## src/rtl/pig_pkg.sv

```systemverilog
package pig_pkg;
  // widest interval is 2^14 ticks
  localparam int CNT_W = 14;
  localparam int SH_W  = 4;

  // interval = 2^shift ticks
  function automatic logic [SH_W-1:0] rate_to_shift(input logic [3:0] code);
    case (code)
      4'd0:    return '0;
      4'd1:    return 4'd7;
      4'd2:    return 4'd8;
      default: return code - 4'd1;
    endcase
  endfunction
endpackage

```

## src/rtl/pig_rate_dec.sv

```systemverilog
module pig_rate_dec
  import pig_pkg::*;
(
  input  logic [3:0]       code,
  input  logic             pie,
  output logic             active,
  output logic [SH_W-1:0]  shift,
  output logic [CNT_W-1:0] mask
);
  always_comb begin
    active = pie & (code != 4'd0);
    shift  = rate_to_shift(code);
    mask   = CNT_W'((32'd1 << shift) - 32'd1);
  end
endmodule

```

## src/rtl/pig_rescale.sv

```systemverilog
module pig_rescale
  import pig_pkg::*;
#(
  parameter int MISS_W = 8
) (
  input  logic              old_active,
  input  logic              new_active,
  input  logic              slew,
  input  logic [SH_W-1:0]   old_shift,
  input  logic [SH_W-1:0]   new_shift,
  input  logic [CNT_W-1:0]  new_mask,
  input  logic [MISS_W-1:0] miss_q,
  input  logic [CNT_W-1:0]  elap_q,
  output logic [MISS_W-1:0] miss_ld,
  output logic [CNT_W-1:0]  elap_ld
);
  localparam int TOT_W = MISS_W + CNT_W;
  localparam logic [MISS_W-1:0] MISS_MAX = '1;

  logic [TOT_W-1:0] total;
  logic [TOT_W-1:0] quot;

  always_comb begin
    total   = (TOT_W'(miss_q) << old_shift) + TOT_W'(elap_q);
    quot    = total >> new_shift;
    miss_ld = miss_q;
    elap_ld = elap_q;
    if (!old_active || !new_active) begin
      miss_ld = '0;
      elap_ld = '0;
    end else if (slew) begin
      miss_ld = (quot > TOT_W'(MISS_MAX)) ? MISS_MAX : quot[MISS_W-1:0];
      elap_ld = total[CNT_W-1:0] & new_mask;
    end else if (elap_q > new_mask) begin
      elap_ld = new_mask;
    end
  end
endmodule

```

## src/rtl/pig_elapsed.sv

```systemverilog
module pig_elapsed
  import pig_pkg::*;
(
  input  logic             clk,
  input  logic             rst_n,
  input  logic             active,
  input  logic             tick,
  input  logic             load,
  input  logic [CNT_W-1:0] load_val,
  input  logic [CNT_W-1:0] mask,
  output logic [CNT_W-1:0] elap_q,
  output logic             expire
);
  logic [CNT_W-1:0] elap_d;
  logic             elap_en;

  assign expire = active & tick & ~load & (elap_q == mask);

  always_comb begin
    elap_en = load | (active & tick);
    if (load)        elap_d = load_val;
    else if (expire) elap_d = '0;
    else             elap_d = elap_q + 1'b1;
  end

  always_ff @(posedge clk or negedge rst_n) begin
    if (!rst_n)       elap_q <= '0;
    else if (elap_en) elap_q <= elap_d;
  end


  cnt_below_period_chk: assert property (@(posedge clk) disable iff (!rst_n)
    active |-> (elap_q <= mask));
endmodule

```

## src/rtl/pig_missed.sv

```systemverilog
module pig_missed #(
  parameter int MISS_W    = 8,
  parameter int REINJ_MAX = 20
) (
  input  logic              clk,
  input  logic              rst_n,
  input  logic              load,
  input  logic [MISS_W-1:0] load_val,
  input  logic              ack,
  input  logic              slew,
  input  logic              pie,
  input  logic              expire,
  input  logic              unacked,
  output logic [MISS_W-1:0] miss_q,
  output logic              reinj_go
);
  localparam int REINJ_W = $clog2(REINJ_MAX + 1);
  localparam logic [REINJ_W-1:0] LIM = REINJ_W'(REINJ_MAX);
  localparam logic [MISS_W-1:0] MISS_MAX = '1;

  logic [MISS_W-1:0]  miss_d;
  logic [REINJ_W-1:0] reinj_q, reinj_d;
  logic               count_go, miss_en, reinj_en;

  always_comb begin
    reinj_go = ack & slew & pie & ~load & (miss_q != '0) & (reinj_q < LIM);
    count_go = expire & slew & unacked & ~ack & (miss_q != MISS_MAX);
    miss_en  = load | reinj_go | count_go;
    if (load)          miss_d = load_val;
    else if (reinj_go) miss_d = miss_q - 1'b1;
    else               miss_d = miss_q + 1'b1;
    reinj_en = (expire & (reinj_q >= LIM)) | reinj_go;
    reinj_d  = (expire & (reinj_q >= LIM)) ? '0 : reinj_q + 1'b1;
  end

  always_ff @(posedge clk or negedge rst_n) begin
    if (!rst_n) begin
      miss_q  <= '0;
      reinj_q <= '0;
    end else begin
      if (miss_en)  miss_q  <= miss_d;
      if (reinj_en) reinj_q <= reinj_d;
    end
  end


  miss_sat_chk: assert property (@(posedge clk) disable iff (!rst_n)
    (miss_q == MISS_MAX && !load && !ack) |=> (miss_q == MISS_MAX));

  reinj_bound_chk: assert property (@(posedge clk) disable iff (!rst_n)
    reinj_q <= LIM);
endmodule

```

## src/rtl/pig_top.sv

```systemverilog
module pig_top
  import pig_pkg::*;
#(
  parameter int MISS_W    = 8,
  parameter int REINJ_MAX = 20
) (
  input  logic       clk,
  input  logic       rst_n,
  input  logic       tick,
  input  logic       cfg_we,
  input  logic [3:0] cfg_rate,
  input  logic       cfg_pie,
  input  logic       ack_rd,
  input  logic       slew_en,
  output logic       pf,
  output logic       irqf,
  output logic       irq
);
  logic rst_meta, rst_sync_n;
  always_ff @(posedge clk or negedge rst_n) begin
    if (!rst_n) begin
      rst_meta   <= 1'b0;
      rst_sync_n <= 1'b0;
    end else begin
      rst_meta   <= 1'b1;
      rst_sync_n <= rst_meta;
    end
  end

  logic [3:0]        rate_q;
  logic              pie_q, cfg_change;
  logic              cur_active, new_active;
  logic [SH_W-1:0]   cur_shift, new_shift;
  logic [CNT_W-1:0]  cur_mask, new_mask, elap_q, elap_ld;
  logic [MISS_W-1:0] miss_q, miss_ld;
  logic              expire, reinj_go;
  logic              pf_q, irqf_q, pf_d, irqf_d, flag_en;

  assign cfg_change = cfg_we & ((cfg_rate != rate_q) | (cfg_pie != pie_q));

  always_ff @(posedge clk or negedge rst_sync_n) begin
    if (!rst_sync_n) begin
      rate_q <= '0;
      pie_q  <= 1'b0;
    end else if (cfg_change) begin
      rate_q <= cfg_rate;
      pie_q  <= cfg_pie;
    end
  end

  pig_rate_dec u_cur_dec (.code(rate_q), .pie(pie_q), .active(cur_active),
                          .shift(cur_shift), .mask(cur_mask));
  pig_rate_dec u_new_dec (.code(cfg_rate), .pie(cfg_pie), .active(new_active),
                          .shift(new_shift), .mask(new_mask));

  pig_rescale #(.MISS_W(MISS_W)) u_rescale (
    .old_active(cur_active), .new_active(new_active), .slew(slew_en),
    .old_shift(cur_shift), .new_shift(new_shift), .new_mask(new_mask),
    .miss_q(miss_q), .elap_q(elap_q), .miss_ld(miss_ld), .elap_ld(elap_ld));

  pig_elapsed u_elapsed (
    .clk(clk), .rst_n(rst_sync_n), .active(cur_active), .tick(tick),
    .load(cfg_change), .load_val(elap_ld), .mask(cur_mask),
    .elap_q(elap_q), .expire(expire));

  pig_missed #(.MISS_W(MISS_W), .REINJ_MAX(REINJ_MAX)) u_missed (
    .clk(clk), .rst_n(rst_sync_n), .load(cfg_change), .load_val(miss_ld),
    .ack(ack_rd), .slew(slew_en), .pie(pie_q), .expire(expire),
    .unacked(irqf_q), .miss_q(miss_q), .reinj_go(reinj_go));

  always_comb begin
    flag_en = ack_rd | expire;
    pf_d    = expire | reinj_go;
    irqf_d  = expire | reinj_go;
  end

  always_ff @(posedge clk or negedge rst_sync_n) begin
    if (!rst_sync_n) begin
      pf_q   <= 1'b0;
      irqf_q <= 1'b0;
    end else if (flag_en) begin
      pf_q   <= pf_d;
      irqf_q <= irqf_d;
    end
  end

  assign pf   = pf_q;
  assign irqf = irqf_q;
  assign irq  = irqf_q;


  idle_clear_chk: assert property (@(posedge clk) disable iff (!rst_sync_n)
    !cur_active |-> (miss_q == '0));

  pf_source_chk: assert property (@(posedge clk) disable iff (!rst_sync_n)
    $rose(pf_q) |-> $past(expire | ack_rd));

  no_reinject_chk: assert property (@(posedge clk) disable iff (!rst_sync_n)
    (!slew_en && ack_rd && !expire) |=> !irqf_q);
endmodule

```

## config.mk

```make
export PLATFORM = sky130hd
export DESIGN_NAME = pig_top
export DESIGN_NICKNAME = d
export VERILOG_FILES = /design/src/rtl/pig_pkg.sv /design/src/rtl/pig_rate_dec.sv /design/src/rtl/pig_rescale.sv /design/src/rtl/pig_elapsed.sv /design/src/rtl/pig_missed.sv /design/src/rtl/pig_top.sv
export SDC_FILE = /design/constraint.sdc
export NUM_CORES = 1
export LEC_CHECK = 0
export BUFFER_PORTS_ARGS = -buffer_cell sky130_fd_sc_hd__buf_2
export CAP_MARGIN = 0
export CORE_UTILIZATION = 66
export DETAILED_ROUTE_END_ITERATION = 7
export PLACE_DENSITY = 0.83
export SLEW_MARGIN = 20
export SYNTH_ARGS = -nofsm -noshare
export SYNTH_HDL_FRONTEND = slang
export SYNTH_SLANG_ARGS = --single-unit
```

## constraint.sdc

```tcl
create_clock -name clk -period 1.16 [get_ports clk]
set_input_delay 0.116 -clock clk [delete_from_list [all_inputs] [get_ports clk]]
set_output_delay 0.116 -clock clk [all_outputs]
set_load 0.03 [all_outputs]
```

==> results of run 1 <==
## cell usage after synthesis, types with 8 or more instances
cell type   n
clkbuf_1   46
dfrtp_1    35
buf_2       8
o21a_1     14
nand4_1    19
nor2b_1    13
a211oi_1   25
and3_1     12
o211ai_1   16
o22ai_1     8
a21oi_1    61
ha_1       47
inv_1      28
nand3_1    25
nor2_1     90
xor2_1     13
xnor2_1    19
nand2_1    91
o21ai_0    83
a31oi_1    19
mux2i_1    12
nor4_1     16
or3_1      10
a21o_1     15
nor3_1     29
## per-stage QoR
step           setup TNS (ns)  instances  setup slack [ns]  cell area (um2)
2_1_floorplan          -95.57        921             -4.33             6720
3_3_place_gp           -95.21       1339             -4.52             9240
## cell families after synthesis
kind of cell | synth area share
and+or+nand+nor | 0.269
other | 0.000579
AOI/OAI and AO/OA | 0.375
xor gates and xnor gates | 0.0433
adders and majority gates | 0.0970
DFF | 0.135
muxes | 0.0238
buffers and inverters | 0.0566
==> run_results.csv, run 1 <==
group,metric,value,unit
synthesis,synth_area,6480,um2
die,initial_utilization,0.691,
synthesis,synth-main-ff-cell,"dfrtp_1",
place,routabilityCongestion,1.28,
synthesis,synth.distinct_cells,85,
synthesis,yosysTopAreaCellShare,0.135,
place,dp_hpwl,30700,um
run_status,status,"did not finish",
run_status,stop_stage,"detailed placement",
synthesis,syn_inst,921,
synthesis,synth_area_per_cell,7.03,um2
place,portBuffers,13,
die,die_y,101,um
synthesis,ys_seq_area_frac,0.135,
die,ioPinCount,14,
synthesis,synth-edff-count,0,
synthesis,yosys.area.top_type,"dfrtp_1",
synthesis,synth.ff_latch_count,35,
synthesis,ys_warn_count,0,
synthesis,synth.net_count,981,
die,fp-row-count,35,
die,die_w,101,um
synthesis,synthTopCellsByArea,"dfrtp_1, ha_1, o21ai_0",
run_status,firstError,"[ERROR DPL-0033] detailed placement checks failed during check placement.",
synthesis,async_flop_share,1.00,
==> run 2, diff against run 1 <==
--- a/config.mk
+++ b/config.mk
@@ -7,9 +7,9 @@
 export LEC_CHECK = 0
 export BUFFER_PORTS_ARGS = -buffer_cell sky130_fd_sc_hd__buf_2
 export CAP_MARGIN = 0
-export CORE_UTILIZATION = 66
+export CORE_UTILIZATION = 40
 export DETAILED_ROUTE_END_ITERATION = 7
-export PLACE_DENSITY = 0.83
+export PLACE_DENSITY_LB_ADDON = 0.15
 export SLEW_MARGIN = 20
 export SYNTH_ARGS = -nofsm -noshare
 export SYNTH_HDL_FRONTEND = slang
==> run_results.csv, run 2 <==
group,metric,value,unit
setup_path,crit_top_cell,"buf_4",
sta,timing.final.crit_share,4.92,
die,die_area,16700,um2
synthesis,ys_seq_area_frac,0.135,
sta,period_minus_slack,5.71,ns
power,vdd_ir_drop_max,0.877,mV
power,p_leak,0.00487,uW
setup_path,worst_path_largest_cell_delay,0.53,ns
finish,design_area,10900,um2
synthesis,async_flop_share,1.00,
synthesis,syn_inst,921,
sta,finClkSkew,0.00781,ns
global_route,grt_use_met3,0.0475,
sta,finalWorstSetupSlack,-4.55,ns
sta,slew_headroom,0.550,
finish,largestRegisters,"u_elapsed.elap_q: 14 flops, u_missed.miss_q: 8 flops, u_missed.reinj_q: 5 flops",
routing,antenna_left,0,
routing,wl,30400,um
clock_network,clk_latency,0.29,ns
sta,drv_slew,0,
routing,first_pass_iters,6,
global_route,grt_overflow,0,
clock_network,cts.path.max_buffers,2,
synthesis,synth-edff-count,0,
global_route,grt_pass1_vias,8494,
finish,regArea,876,um2
routing,drt-initial-drc-count,813,
synthesis,synth.ff_latch_count,35,
synthesis,yosysTopAreaCellShare,0.135,
sta,setup_viol,28,
run_status,failed_checks,"negative setup slack",
finish,layout-drive-gt1-share,0.452,
routing,drcViolationCount,0,
synthesis,synth_area,6480,um2
clock_network,clockRootBuffer,"clkbuf_16",
die,ioPinCount,14,
clock_network,cts_sinks,35,
run,maxCapViolations,0,
finish,regMostFlops,"u_elapsed.elap_q",
routing,routed_via_density,6.13,
place,dp_hpwl,23000,um
synthesis,synth.net_count,981,
die,die_w,129,um
hold_path,min_path_type,"in2async",
sta,setup_tns,-94.60,ns
finish,antenna_cells,0,
die,die_y,129,um
place,routabilityCongestion,1.00,
die,initial_utilization,0.409,
sta,rsz0062_at_grt,"yes",
global_route,grt-busiest-layer,"met2",
setup_path,critPathKind,"reg2reg",
finish,fill_cells,1290,
setup_path,critPathCaptureType,"register",
clock_network,cts_tree,"yes",
die,core,15800,um2
global_route,grt_use_total,0.353,
routing,wl_per_cell,20.3,um
global_route,grt_pass1_wl,45400,um
place,placedCellCount,1443,
global_route,gr-usage-met1,0.454,
synthesis,synthTopCellsByArea,"dfrtp_1, ha_1, o21ai_0",
place,dp_worst_setup_slack,-4.90,ns
finish,final_cell_mix,"buf_4, nand2_1, nor2_1, o21ai_0, a21oi_1",
clock_network,cts_buffers,5,
global_route,use_met2,0.577,
synthesis,yosys.area.top_type,"dfrtp_1",
finish,multi_input_area,6230,um2
run_status,status,"complete, but fails checks",
sta,tightestPinTransition,0.667,ns
sta,finalHoldViolCount,0,
place,portBuffers,13,
finish,final_common_cell,"buf_4",
setup_path,worstRegToRegCells,25,
clock_network,htreeDepth,2,
finish,area_growth,68.4,%
routing,via_count,9194,
setup_path,worstPathMaxFanout,7,
setup_path,critical_path.slowest_cell,"or4_4",
setup_path,startpoint_type,"register",
place,placed_cell_area,9450,um2
finish,layout.cells.non_filler,1501,
power,p_per_area,1470,nW/um2
global_route,grt_max_degree,30,
synthesis,synth.distinct_cells,85,
setup_path,cp_data_arrival_time,5.86,ns
finish,nNetsFinal,1344,
synthesis,synth.top_cells.by_count,"nand2_1, nor2_1, o21ai_0",
global_route,antenna_found_initial,0,
synthesis,synth-main-ff-cell,"dfrtp_1",
finish,largest_reg_flops,14,
synthesis,synth_area_per_cell,7.03,um2
sta,max_freq,175,MHz
synthesis,ys_warn_count,0,
setup_path,worstPathRequired,1.32,ns
synthesis,synth_most_common_cell,"nand2_1",
clock_network,clkTransAtPathRegs,0.06,ns
die,fp-row-count,46,
finish,final_util,0.689,
## run 2: cell counts after synthesis
Identical to the previous run, type by type.
## run 2: area by class of cell
type,count,share of cell area
flip-flops and latches,35,0.0803
inverters,28,0.0101
clock buffers,6,0.0127
multi-input cells,796,0.571
repair buffers,418,0.298
clock inverters,2,0.00321
well taps,216,0.0248
## run 2: logic make-up after synthesis
logic type / Yosys count / share of synthesized area
flip-flops: 35 / 0.135
XOR/XNOR: 32 / 0.0433
adder cells (fa/ha/maj): 49 / 0.0970
AND/OR/NAND/NOR: 350 / 0.269
multiplexers: 15 / 0.0238
buffers and inverters: 90 / 0.0566
AO/OA/AOI/OAI: 349 / 0.375
other: 1 / 0.000579
## run 2: worst max-delay path, delay by kind of cell, from the launching register on
kind	cells	cell delay, ns
fa+ha+maj	2	0.42
buf+inv	5	0.71
flops	1	0.41
compound gates	11	2.56
simple gates	7	1.48
## run 2: path summary, 6_finish.rpt
kind / start / endpoint / slack, ns
max: rate_q[0] / u_missed.miss_q[1] / -4.55
min: rst_n / rst_meta / 0.13
max reg2reg: rate_q[0] / u_missed.miss_q[1] / -4.55
min reg2reg: rst_sync_n / u_elapsed.elap_q[7] / 0.17
max in group asynchronous: rst_sync_n / rate_q[3] / 0.60
min in group clk: cfg_we / rate_q[0] / 0.19
## run 2: layer usage
metal,wire length (um),up-vias
li1,-,4257
met1,12500,4307
met2,13900,497
met3,2210,133
met4,1860,0
met5,0,-
## run 2: per-stage QoR
step / hold WS [ns] / total power, uW
detailed placement: -0.0976 / 12200
CTS: 0.126 / 14900
global route: 0.148 / 16800
finish: 0.129 / 16000
floorplan: -0.180 / 7040
global placement: -0.0973 / 12100
## run 2: power by group
group / internal, uW / total [uW] / switching (uW)
Sequential: 1480 / 1800 / 319
Clock: 1070 / 1640 / 575
Combinational: 6110 / 12500 / 6430
## run 2: repair_timing
item                       4_1_cts  5_1_grt
setup endpoints to repair       28       28
hold endpoints to repair         2        0
gates resized for setup        113       87
pin swaps                       57       38
hold buffers                     1        0
gates cloned                     1        2
setup buffers                   25       24
No activity file was read; power rests on OpenSTA's default activity.
